<file path="src/rtl/seqpf_pkg.sv">
package seqpf_pkg;
    localparam int ADDR_W  = 12;
    localparam int DATA_W  = 16;
    localparam int IDX_W   = 5;
    localparam int PF_RUN  = 16;
    localparam int ENTRIES = 1 << IDX_W;
    localparam int TAG_W   = ADDR_W - IDX_W;
    localparam int CNT_W   = $clog2(PF_RUN + 1);

    typedef logic [ADDR_W-1:0] addr_t;
    typedef logic [DATA_W-1:0] data_t;
    typedef logic [IDX_W-1:0]  idx_t;
    typedef logic [TAG_W-1:0]  tag_t;

    typedef enum logic [1:0] {ST_READY, ST_MISS, ST_WR, ST_JOIN} state_e;
    typedef enum logic [1:0] {MK_PF, MK_RD, MK_WR} mkind_e;

    typedef struct packed {
        logic   act;
        mkind_e kind;
        addr_t  addr;
        data_t  wdata;
    } mem_txn_t;

    function automatic idx_t idx_of(addr_t a);
        return a[IDX_W-1:0];
    endfunction

    function automatic tag_t tag_of(addr_t a);
        return a[ADDR_W-1:IDX_W];
    endfunction
endpackage

</file>
<file path="src/rtl/seqpf_store.sv">
module seqpf_store
    import seqpf_pkg::*;
(
    input  logic  clk,
    input  logic  rst,
    input  addr_t lk_addr,
    output logic  lk_hit,
    output data_t lk_data,
    input  logic  fill_en,
    input  addr_t fill_addr,
    input  data_t fill_data,
    input  logic  upd_en,
    input  addr_t upd_addr,
    input  data_t upd_data
);
    logic [ENTRIES-1:0] valid;
    tag_t  tag_q  [ENTRIES];
    data_t data_q [ENTRIES];

    logic upd_hit;
    assign upd_hit = upd_en && valid[idx_of(upd_addr)] && (tag_q[idx_of(upd_addr)] == tag_of(upd_addr));
    assign lk_hit  = valid[idx_of(lk_addr)] && (tag_q[idx_of(lk_addr)] == tag_of(lk_addr));
    assign lk_data = data_q[idx_of(lk_addr)];

    for (genvar e = 0; e < ENTRIES; e++) begin : g_entry
        logic upd_here, fill_here;
        assign upd_here  = upd_hit && (idx_of(upd_addr) == idx_t'(e));
        assign fill_here = fill_en && (idx_of(fill_addr) == idx_t'(e));

        always_ff @(posedge clk) begin
            if (rst) begin
                valid[e] <= 1'b0;
            end else if (upd_here) begin
                data_q[e] <= upd_data;
            end else if (fill_here) begin
                valid[e]  <= 1'b1;
                tag_q[e]  <= tag_of(fill_addr);
                data_q[e] <= fill_data;
            end
        end
    end

    // store is empty in the first cycle after reset
    a_r1_empty_after_reset: assert property (@(posedge clk) disable iff (rst)
        $past(rst) |-> (valid == '0));
endmodule

</file>
<file path="src/rtl/seqpf_runner.sv">
module seqpf_runner
    import seqpf_pkg::*;
(
    input  logic  clk,
    input  logic  rst,
    input  logic  start,
    input  addr_t start_addr,
    input  logic  abort,
    input  logic  launch,
    output logic  want,
    output addr_t next_addr
);
    logic [CNT_W-1:0] left;

    always_ff @(posedge clk) begin
        if (rst) begin
            left      <= '0;
            next_addr <= '0;
        end else if (abort) begin
            left <= '0;
        end else if (start) begin
            left      <= CNT_W'(PF_RUN);
            next_addr <= start_addr + addr_t'(1);
        end else if (launch) begin
            left      <= left - CNT_W'(1);
            next_addr <= next_addr + addr_t'(1);
        end
    end

    assign want = (left != '0);

    // an abandoned run issues nothing further
    a_r6_abort_stops: assert property (@(posedge clk) disable iff (rst)
        abort |=> !want);
    // the controller only launches words the run still owes
    a_r4_launch_owed: assert property (@(posedge clk) disable iff (rst)
        launch |-> want);
endmodule

</file>
<file path="src/rtl/seqpf_cache.sv">
module seqpf_cache
    import seqpf_pkg::*;
(
    input  logic              clk,
    input  logic              rst,
    input  logic              cpu_req,
    input  logic              cpu_we,
    input  logic [ADDR_W-1:0] cpu_addr,
    input  logic [DATA_W-1:0] cpu_wdata,
    output logic              cpu_busy,
    output logic              cpu_rvalid,
    output logic [DATA_W-1:0] cpu_rdata,
    output logic              mem_req,
    output logic              mem_we,
    output logic [ADDR_W-1:0] mem_addr,
    output logic [DATA_W-1:0] mem_wdata,
    input  logic              mem_ack,
    input  logic [DATA_W-1:0] mem_rdata
);
    state_e   st;
    mem_txn_t mt;
    logic     pend, pf_stale;
    addr_t    req_addr;
    data_t    req_wdata;

    logic  lk_hit, pf_want;
    data_t lk_data;
    addr_t pf_next;

    logic accept, acc_rd, acc_wr, ack, mem_free;
    logic pf_match, miss, wr_collide, fill_en;
    logic launch_dem, launch_pf, pf_start;

    assign accept     = cpu_req && (st == ST_READY);
    assign acc_rd     = accept && !cpu_we;
    assign acc_wr     = accept && cpu_we;
    assign ack        = mt.act && mem_ack;
    assign mem_free   = !mt.act || mem_ack;
    assign pf_match   = mt.act && (mt.kind == MK_PF) && !pf_stale && (mt.addr == cpu_addr);
    assign miss       = acc_rd && !lk_hit && !pf_match;
    assign wr_collide = acc_wr && mt.act && (mt.kind == MK_PF) && (mt.addr == cpu_addr);
    assign fill_en    = ack && ((mt.kind == MK_RD) ||
                                ((mt.kind == MK_PF) && !pf_stale && !wr_collide));
    assign launch_dem = ((st == ST_MISS) || (st == ST_WR)) && pend && mem_free;
    assign launch_pf  = (st == ST_READY) && !accept && pf_want && mem_free;
    assign pf_start   = ack && (mt.kind == MK_RD);

    seqpf_store u_store (
        .clk       (clk),
        .rst       (rst),
        .lk_addr   (cpu_addr),
        .lk_hit    (lk_hit),
        .lk_data   (lk_data),
        .fill_en   (fill_en),
        .fill_addr (mt.addr),
        .fill_data (mem_rdata),
        .upd_en    (acc_wr),
        .upd_addr  (cpu_addr),
        .upd_data  (cpu_wdata)
    );

    seqpf_runner u_runner (
        .clk        (clk),
        .rst        (rst),
        .start      (pf_start),
        .start_addr (mt.addr),
        .abort      (miss),
        .launch     (launch_pf),
        .want       (pf_want),
        .next_addr  (pf_next)
    );

    always_ff @(posedge clk) begin
        if (rst) begin
            st         <= ST_READY;
            mt         <= '0;
            pend       <= 1'b0;
            pf_stale   <= 1'b0;
            req_addr   <= '0;
            req_wdata  <= '0;
            cpu_rvalid <= 1'b0;
            cpu_rdata  <= '0;
        end else begin
            cpu_rvalid <= 1'b0;
            if (ack) mt.act <= 1'b0;
            if (launch_dem) begin
                mt.act   <= 1'b1;
                mt.kind  <= (st == ST_MISS) ? MK_RD : MK_WR;
                mt.addr  <= req_addr;
                mt.wdata <= req_wdata;
                pend     <= 1'b0;
            end else if (launch_pf) begin
                mt.act   <= 1'b1;
                mt.kind  <= MK_PF;
                mt.addr  <= pf_next;
                mt.wdata <= '0;
                pf_stale <= 1'b0;
            end
            if (miss || wr_collide) pf_stale <= 1'b1;

            case (st)
                ST_READY: begin
                    if (acc_rd) begin
                        if (lk_hit) begin
                            cpu_rvalid <= 1'b1;
                            cpu_rdata  <= lk_data;
                        end else if (pf_match && mem_ack) begin
                            cpu_rvalid <= 1'b1;
                            cpu_rdata  <= mem_rdata;
                        end else if (pf_match) begin
                            st <= ST_JOIN;
                        end else begin
                            st       <= ST_MISS;
                            pend     <= 1'b1;
                            req_addr <= cpu_addr;
                        end
                    end else if (acc_wr) begin
                        st        <= ST_WR;
                        pend      <= 1'b1;
                        req_addr  <= cpu_addr;
                        req_wdata <= cpu_wdata;
                    end
                end
                ST_MISS: if (ack && (mt.kind == MK_RD)) begin
                    cpu_rvalid <= 1'b1;
                    cpu_rdata  <= mem_rdata;
                    st         <= ST_READY;
                end
                ST_WR: if (ack && (mt.kind == MK_WR)) st <= ST_READY;
                ST_JOIN: if (ack) begin
                    cpu_rvalid <= 1'b1;
                    cpu_rdata  <= mem_rdata;
                    st         <= ST_READY;
                end
                default: st <= ST_READY;
            endcase
        end
    end

    assign cpu_busy  = (st != ST_READY);
    assign mem_req   = mt.act;
    assign mem_we    = (mt.kind == MK_WR);
    assign mem_addr  = mt.addr;
    assign mem_wdata = mt.wdata;

    // a held word is answered in the next cycle without stalling
    a_r2_hit_next_cycle: assert property (@(posedge clk) disable iff (rst)
        (acc_rd && lk_hit) |=> (cpu_rvalid && !cpu_busy));
    // a demand miss stalls the processor and gives no data yet
    a_r3_miss_stalls: assert property (@(posedge clk) disable iff (rst)
        miss |=> (cpu_busy && !cpu_rvalid));
    // while joined, a memory read is outstanding
    a_r7_join_outstanding: assert property (@(posedge clk) disable iff (rst)
        (st == ST_JOIN) |-> (mem_req && !mem_we));
    // memory request fields hold until acknowledged
    a_r10_hold_until_ack: assert property (@(posedge clk) disable iff (rst)
        (mem_req && !mem_ack) |=> (mem_req && $stable(mem_addr) && $stable(mem_we) && $stable(mem_wdata)));
endmodule

</file>
<file path="config.mk">
export PLATFORM = sky130hd
export DESIGN_NAME = seqpf_cache
export DESIGN_NICKNAME = d
export VERILOG_FILES = /design/src/rtl/seqpf_pkg.sv /design/src/rtl/seqpf_store.sv /design/src/rtl/seqpf_runner.sv /design/src/rtl/seqpf_cache.sv
export SDC_FILE = /design/constraint.sdc
export NUM_CORES = 1
export LEC_CHECK = 0
export BUFFER_PORTS_ARGS = -buffer_cell sky130_fd_sc_hd__buf_2
export CAP_MARGIN = 20
export CORE_MARGIN = 4
export CORE_UTILIZATION = 57
export CTS_CLUSTER_DIAMETER = 40
export DETAILED_ROUTE_END_ITERATION = 8
export PLACE_DENSITY_LB_ADDON = 0.05
export SYNTH_ARGS = -nofsm -noshare
export SYNTH_HDL_FRONTEND = slang
export SYNTH_SLANG_ARGS = --single-unit
</file>
<file path="constraint.sdc">
create_clock -name clk -period 5.72 [get_ports clk]
set_input_delay 1.144 -clock clk [delete_from_list [all_inputs] [get_ports clk]]
set_output_delay 1.144 -clock clk [all_outputs]
set_load 0.02 [all_outputs]
</file>
==> results.toml, run 1 <==
[worst_setup_path]
worstSetupStartpointType = "primary input"
worstPathCellList = "buf_4, buf_4, and2_1, a21oi_1, a32o_1, nor3_1, nand4_2, nor4_4, buf_12, nand2_1, buf_4, o21ai_2, buf_4"
crit_path_end_kind = "flop"
slowest_stage = "and2_1"
arrival_ns = 5.37
critical-path-top-delay-family = "simple AND/OR/NAND/NOR gates"
cp_max_fo = 28
cpPeakStageDelay_ns = 0.59
crit_type = "primary input to flop"
critPathMostFrequentCell = "buf_4"
critical_path_required_ns = 6.07
crit_buf_inv = 5

[place]
dp.cells = 3613
place_congestion = 0.845
port_buffers = 96
post-dp-hpwl_mm = 72.8

[global_routing]
grt_pass1_wl_mm = 175
antenna_found_initial = 4
grt_max_degree = 81
gr-total-overflow = 0
grt_pass1_vias = 25900
grt.total_usage_pct = 30.8

[finish]
final_common_cell = "edfxtp_1"
drive_gt1_share_pct = 41.2
final_cell_mix = "edfxtp_1, mux2_2, nand2_1"
fin_cells = 3849
finalNetCount = 2854
syn2layout_area_growth_pct = 15.5

[cts]
cts_inserted_buffers = 130
clockBufferDepth = 3
hold_buffers = 0
cts_resized = 0
htreeDepth = 4
clk-insertion-delay-late_ns = 0.70
cts_tree = "done"
cts_root_buffer = "clkbuf_16"
cts.sink_count = 865
post_cts_buffers = 0
path_clk_slew_ns = 0.05

[yosys]
syn_nets = 2802
synth_top_area_share_pct = 53.1
ys_ff_latch = 865
yosysSeqAreaShare_pct = 59.3
async_reset_ff_share_pct = 0
synthDistinctLibCells = 68
yosys-top-cells-area = "edfxtp_1, mux2_2, mux4_2"
synth.largest_area_cell = "edfxtp_1"
syn_avg_cell_area_um2 = 15.2
syn_area_um2 = 41600
synth_warnings = 0
synthCells = 2744
synth_top_flop_cell = "edfxtp_1"
synth_edf_count = 736

[detailed_routing]
drt_pass1_iterations = 5
via_per_inst = 6.54
vias = 25200
antenna_left = 0
drtIter0Drc = 2472
finalWirelength_mm = 120
drc = 0
wire_per_inst_um = 31.1

[pwr]
intPower_mw = 12.9
max-vdd-ir-drop_mv = 0.354
p_leak_nw = 16.6
power_mw = 16.8
p_seq_share_pct = 42.2
p_clk_share_pct = 48.8
combPwrFrac_pct = 9.0
power.density_nw_per_um2 = 350
swShare_pct = 23.4
switching_power_mw = 3.95

[sta]
fin_crit_sh_pct = 87.8
max_slew_margin_pct = 22.8
setup_violations = 0
finalCriticalPeriod_ns = 5.02
finalSetupTns_ns = 0
fmax_mhz = 199
tightest_slew_ns = 1.16
finalHoldViolations = 0
drv_slew = 0
skew_ns = 0.0310
rsz0062_at_grt = "no"

[die]
dieArea_um2 = 77400
core_area_um2 = 72000
die_h_um = 278
rows = 98
start_util_pct = 57.8
die_w_um = 278
io_pins = 97

[worst_hold_path]
hold_path.class = "flop to flop"

[status]
status = "finished clean"

[flow_run]
cap_violations = 0
state kept, by name, summed over array words and instances, names as in the netlist, 2 cells and up:
| name | flops |
|---|---|
| st | 2 |
| u_store.tag_q | 224 |
| u_store.valid | 32 |
| mem_wdata | 16 |
| u_runner.next_addr | 12 |
| mt | 2 |
| u_store.data_q | 512 |
| cpu_rdata | 16 |
| req_wdata | 16 |
| mem_addr | 12 |
| req_addr | 12 |
| u_runner.left | 5 |
through the flow:
step	setup slack [ns]	utilization (%)	cell area (um2)	hold slack [ns]
3_5_place_dp	0.0785	60.5	43500	0.439
2_1_floorplan	0.210	-	41600	0.423
3_3_place_gp	0.127	60.5	43500	0.430
5_1_grt	0.624	66.8	48100	0.464
6_report	0.697	66.8	48100	0.450
4_1_cts	0.785	66.7	48000	0.451
area by class of cell:
cell class	count	area, um2
tap	950	1190
fill	5055	23900
inverter	45	169
timing repair buffer	218	2030
clock buffer	163	3640
sequential	865	24700
multi-input combinational	1536	15500
clock inverter	71	892
antenna	1	2.50
cells by family (layout without fill, tap and decap cells):
group	after synthesis	in the layout	synth area share [%]
multiplexers	793	793	26.6
XOR/XNOR	30	30	0.631
other	0	1	0
flip-flops	865	865	59.3
buffers and inverters	343	497	3.94
AND/OR/NAND/NOR	414	414	4.51
AO/OA/AOI/OAI	290	290	4.78
adder cells (fa/ha/maj)	9	9	0.271
power groups by stage:
stage	Sequential (mW)	Clock [mW]	Combinational, mW
floorplan	7.30	0	0.926
global placement	7.23	0	1.47
detailed placement	7.23	0	1.50
CTS	7.11	8.30	1.51
global route	7.11	8.60	1.62
finish	7.11	8.21	1.51
per-layer routing:
layer / global-route usage (%) / part of all wire (%) / up-vias / wire [um]
li1: - / - / 10700 / -
met1: 40.8 / 40 / 13100 / 47300
met2: 51.6 / 50 / 1074 / 59800
met3: 5.52 / 7.1 / 233 / 8450
met4: 11.2 / 3.4 / 6 / 4120
met5: 0 / 0.027 / - / 32
tightest hold or removal path: stages (launching register included):
cell and delay (ns):
dfxtp_1 0.30, inv_1 0.04, o21ai_0 0.06
worst paths after layout:
kind / slack, ns / startpoint / to / cells after the start
worst min register to register: 0.45 / u_store.valid[22] / u_store.valid[22] / 2
worst max-delay path: 0.70 / cpu_addr[3] / u_store.data_q[0][0] / 13
worst min-delay path: 0.45 / u_store.valid[22] / u_store.valid[22] / 2
worst max register to register: 1.59 / u_store.tag_q[18][2] / u_store.data_q[6][8] / 11
synth_stat cells (9+ instances only):
cell / n
nand2_1: 225
a21o_1: 36
a311oi_1: 13
o22ai_1: 32
buf_1: 14
mux2_2: 511
buf_6: 13
nor2_1: 75
mux4_2: 197
nand3_1: 33
a21oi_4: 9
a22oi_1: 23
buf_4: 54
edfxtp_1: 736
dfxtp_1: 129
xnor2_1: 23
buf_2: 42
mux2i_1: 77
o21ai_0: 74
clkbuf_1: 175
a21oi_1: 45
o221ai_1: 9
inv_1: 42
nor3_1: 10
ha_1: 9
a211oi_1: 13
Power figures use the tool's default switching activity.
==> run 2: changes to the inputs <==
Settings changed: MAX_ROUTING_LAYER from default to met4.
==> run 2 against run 1 <==
Net effect: non-clock buffer count did not move; first-iteration DRC count rose by 9.8%; sequential cell count stayed put; sequential power about the same; setup slack better by 0.0090 ns; critical path depth is 1 lower; largest power group unchanged; highest routed layer is now met4.
==> results.toml, run 2 (synthesis gave the netlist of run 1 again) <==
[global_routing]
grt_pass1_wl_mm = 175
grt.total_usage_pct = 31.9
grt_max_degree = 81
antenna_found_initial = 4
use_met1_pct = 40.9
top_usage_layer = "met2"
met3_usage_pct = 5.58
gr-total-overflow = 0
grt_use_met2_pct = 52.1
grt_pass1_vias = 25600

[detailed_routing]
finalWirelength_mm = 120
drc = 0
drt_pass1_iterations = 6
vias = 25300
drtIter0Drc = 2715
wire_per_inst_um = 31.1
antenna_left = 0
via_per_inst = 6.54

[worst_setup_path]
critical_path_required_ns = 6.17
cpPeakStageDelay_ns = 0.94
critPathMostFrequentCell = "buf_4"
worstPathCellList = "buf_4, buf_4, mux4_2, and2_1, a2111oi_0, nor4_1, xnor2_1, nand4_2, nor4_4, buf_12, a31oi_4, mux2_2"
worstSetupStartpointType = "primary input"
crit_type = "primary input to flop"
slowest_stage = "a31oi_4"
critical-path-top-delay-family = "compound AO/OA/AOI/OAI gates"
cp_max_fo = 20
crit_path_end_kind = "flop"
crit_buf_inv = 3
arrival_ns = 5.46

[cts]
cts_root_buffer = "clkbuf_16"
cts.sink_count = 865
post_cts_buffers = 0
htreeDepth = 4
clk-insertion-delay-late_ns = 0.71
cts_tree = "done"
cts_resized = 0
path_clk_slew_ns = 0.05
cts_inserted_buffers = 132
hold_buffers = 0
clockBufferDepth = 3

[sta]
setup_ws_ns = 0.706
finalHoldViolations = 0
finalCriticalPeriod_ns = 5.01
skew_ns = 0.0221
fin_crit_sh_pct = 87.7
drv_slew = 0
fmax_mhz = 199
rsz0062_at_grt = "no"
hold_ws_ns = 0.455
max_slew_margin_pct = 22.0
finalSetupTns_ns = 0
tightest_slew_ns = 1.17
setup_violations = 0

[pwr]
p_clk_share_pct = 48.7
p_seq_share_pct = 42.3
max-vdd-ir-drop_mv = 0.319
p_leak_nw = 16.6
swShare_pct = 23.9
switching_power_mw = 4.01
power.density_nw_per_um2 = 349
combPwrFrac_pct = 9.0
intPower_mw = 12.8

[finish]
final_cell_mix = "edfxtp_1, mux2_2, nand2_1"
finalNetCount = 2856
final_util_pct = 66.8
final_common_cell = "edfxtp_1"
drive_gt1_share_pct = 41.3
regMostFlops = "u_store.data_q"
syn2layout_area_growth_pct = 15.5
multiInputGateArea_um2 = 15500
largest_reg_flops = 512
final_area_um2 = 48100
regArea_um2 = 24700
fill_cells = 5078
reg.largest.list = "u_store.data_q x512, u_store.tag_q x224, u_store.valid x32"

[place]
port_buffers = 96
place_congestion = 0.893
dpl_cell_area_um2 = 43500
post-dp-hpwl_mm = 73.1
dpl_worst_slack_ns = 0.0947

[die]
core_area_um2 = 72000
io_pins = 97
die_h_um = 278
rows = 98
die_w_um = 278
dieArea_um2 = 77400
start_util_pct = 57.8

[flow_run]
cap_violations = 0

[status]
status = "finished clean"

[worst_hold_path]
hold_path.class = "flop to flop"
==> run 2: power groups by stage <==
stage	Combinational, mW	Sequential [mW]	Clock (mW)
after floorplan	0.926	7.30	0
after global placement	1.46	7.23	0
after detailed placement	1.50	7.23	0
after CTS	1.50	7.11	8.25
after global routing	1.61	7.11	8.58
final	1.51	7.11	8.17
==> run 2: layout make-up <==
type / instances / share of cell area [%]
Tap cell: 950 / 2.47
Clock inverter: 79 / 1.75
Antenna cell: 4 / 0.0208
Multi-Input combinational cell: 1536 / 32.2
Inverter: 45 / 0.351
Clock buffer: 166 / 7.75
Timing Repair Buffer: 218 / 4.12
Sequential cell: 865 / 51.4
==> run 2: final timing paths <==
kind | startpoint | to | slack [ns] | cells past startpoint
setup / recovery | cpu_addr[3] | u_store.data_q[0][8] | 0.71 | 12
hold / removal | u_store.valid[13] | u_store.valid[13] | 0.45 | 2
setup reg to reg | u_store.tag_q[5][1] | u_store.data_q[0][8] | 1.31 | 10
hold reg to reg | u_store.valid[13] | u_store.valid[13] | 0.45 | 2
==> run 2: worst reg2reg max path, stage by stage (launching register included) <==
cell       delay, ns
edfxtp_1        0.37
mux4_2          0.45
and2_1          0.18
a2111oi_0       0.92
nor4_1          0.14
xnor2_1         0.21
nand4_2         0.21
nor4_4          0.08
buf_12          0.20
a31oi_4         0.95
mux2_2          0.45
==> run 2: layer usage <==
metal,up-vias,wire length [um]
met4,0,3930
met2,1129,60400
met1,13200,47400
met3,238,8500
li1,10800,-
met5,-,0
==> run 2: metrics by stage <==
step,std cells,total power [mW]
global placement,3613,8.69
finish,3863,16.8
global route,3862,17.3
floorplan,2744,8.23
CTS,3858,16.9
detailed placement,3613,8.73
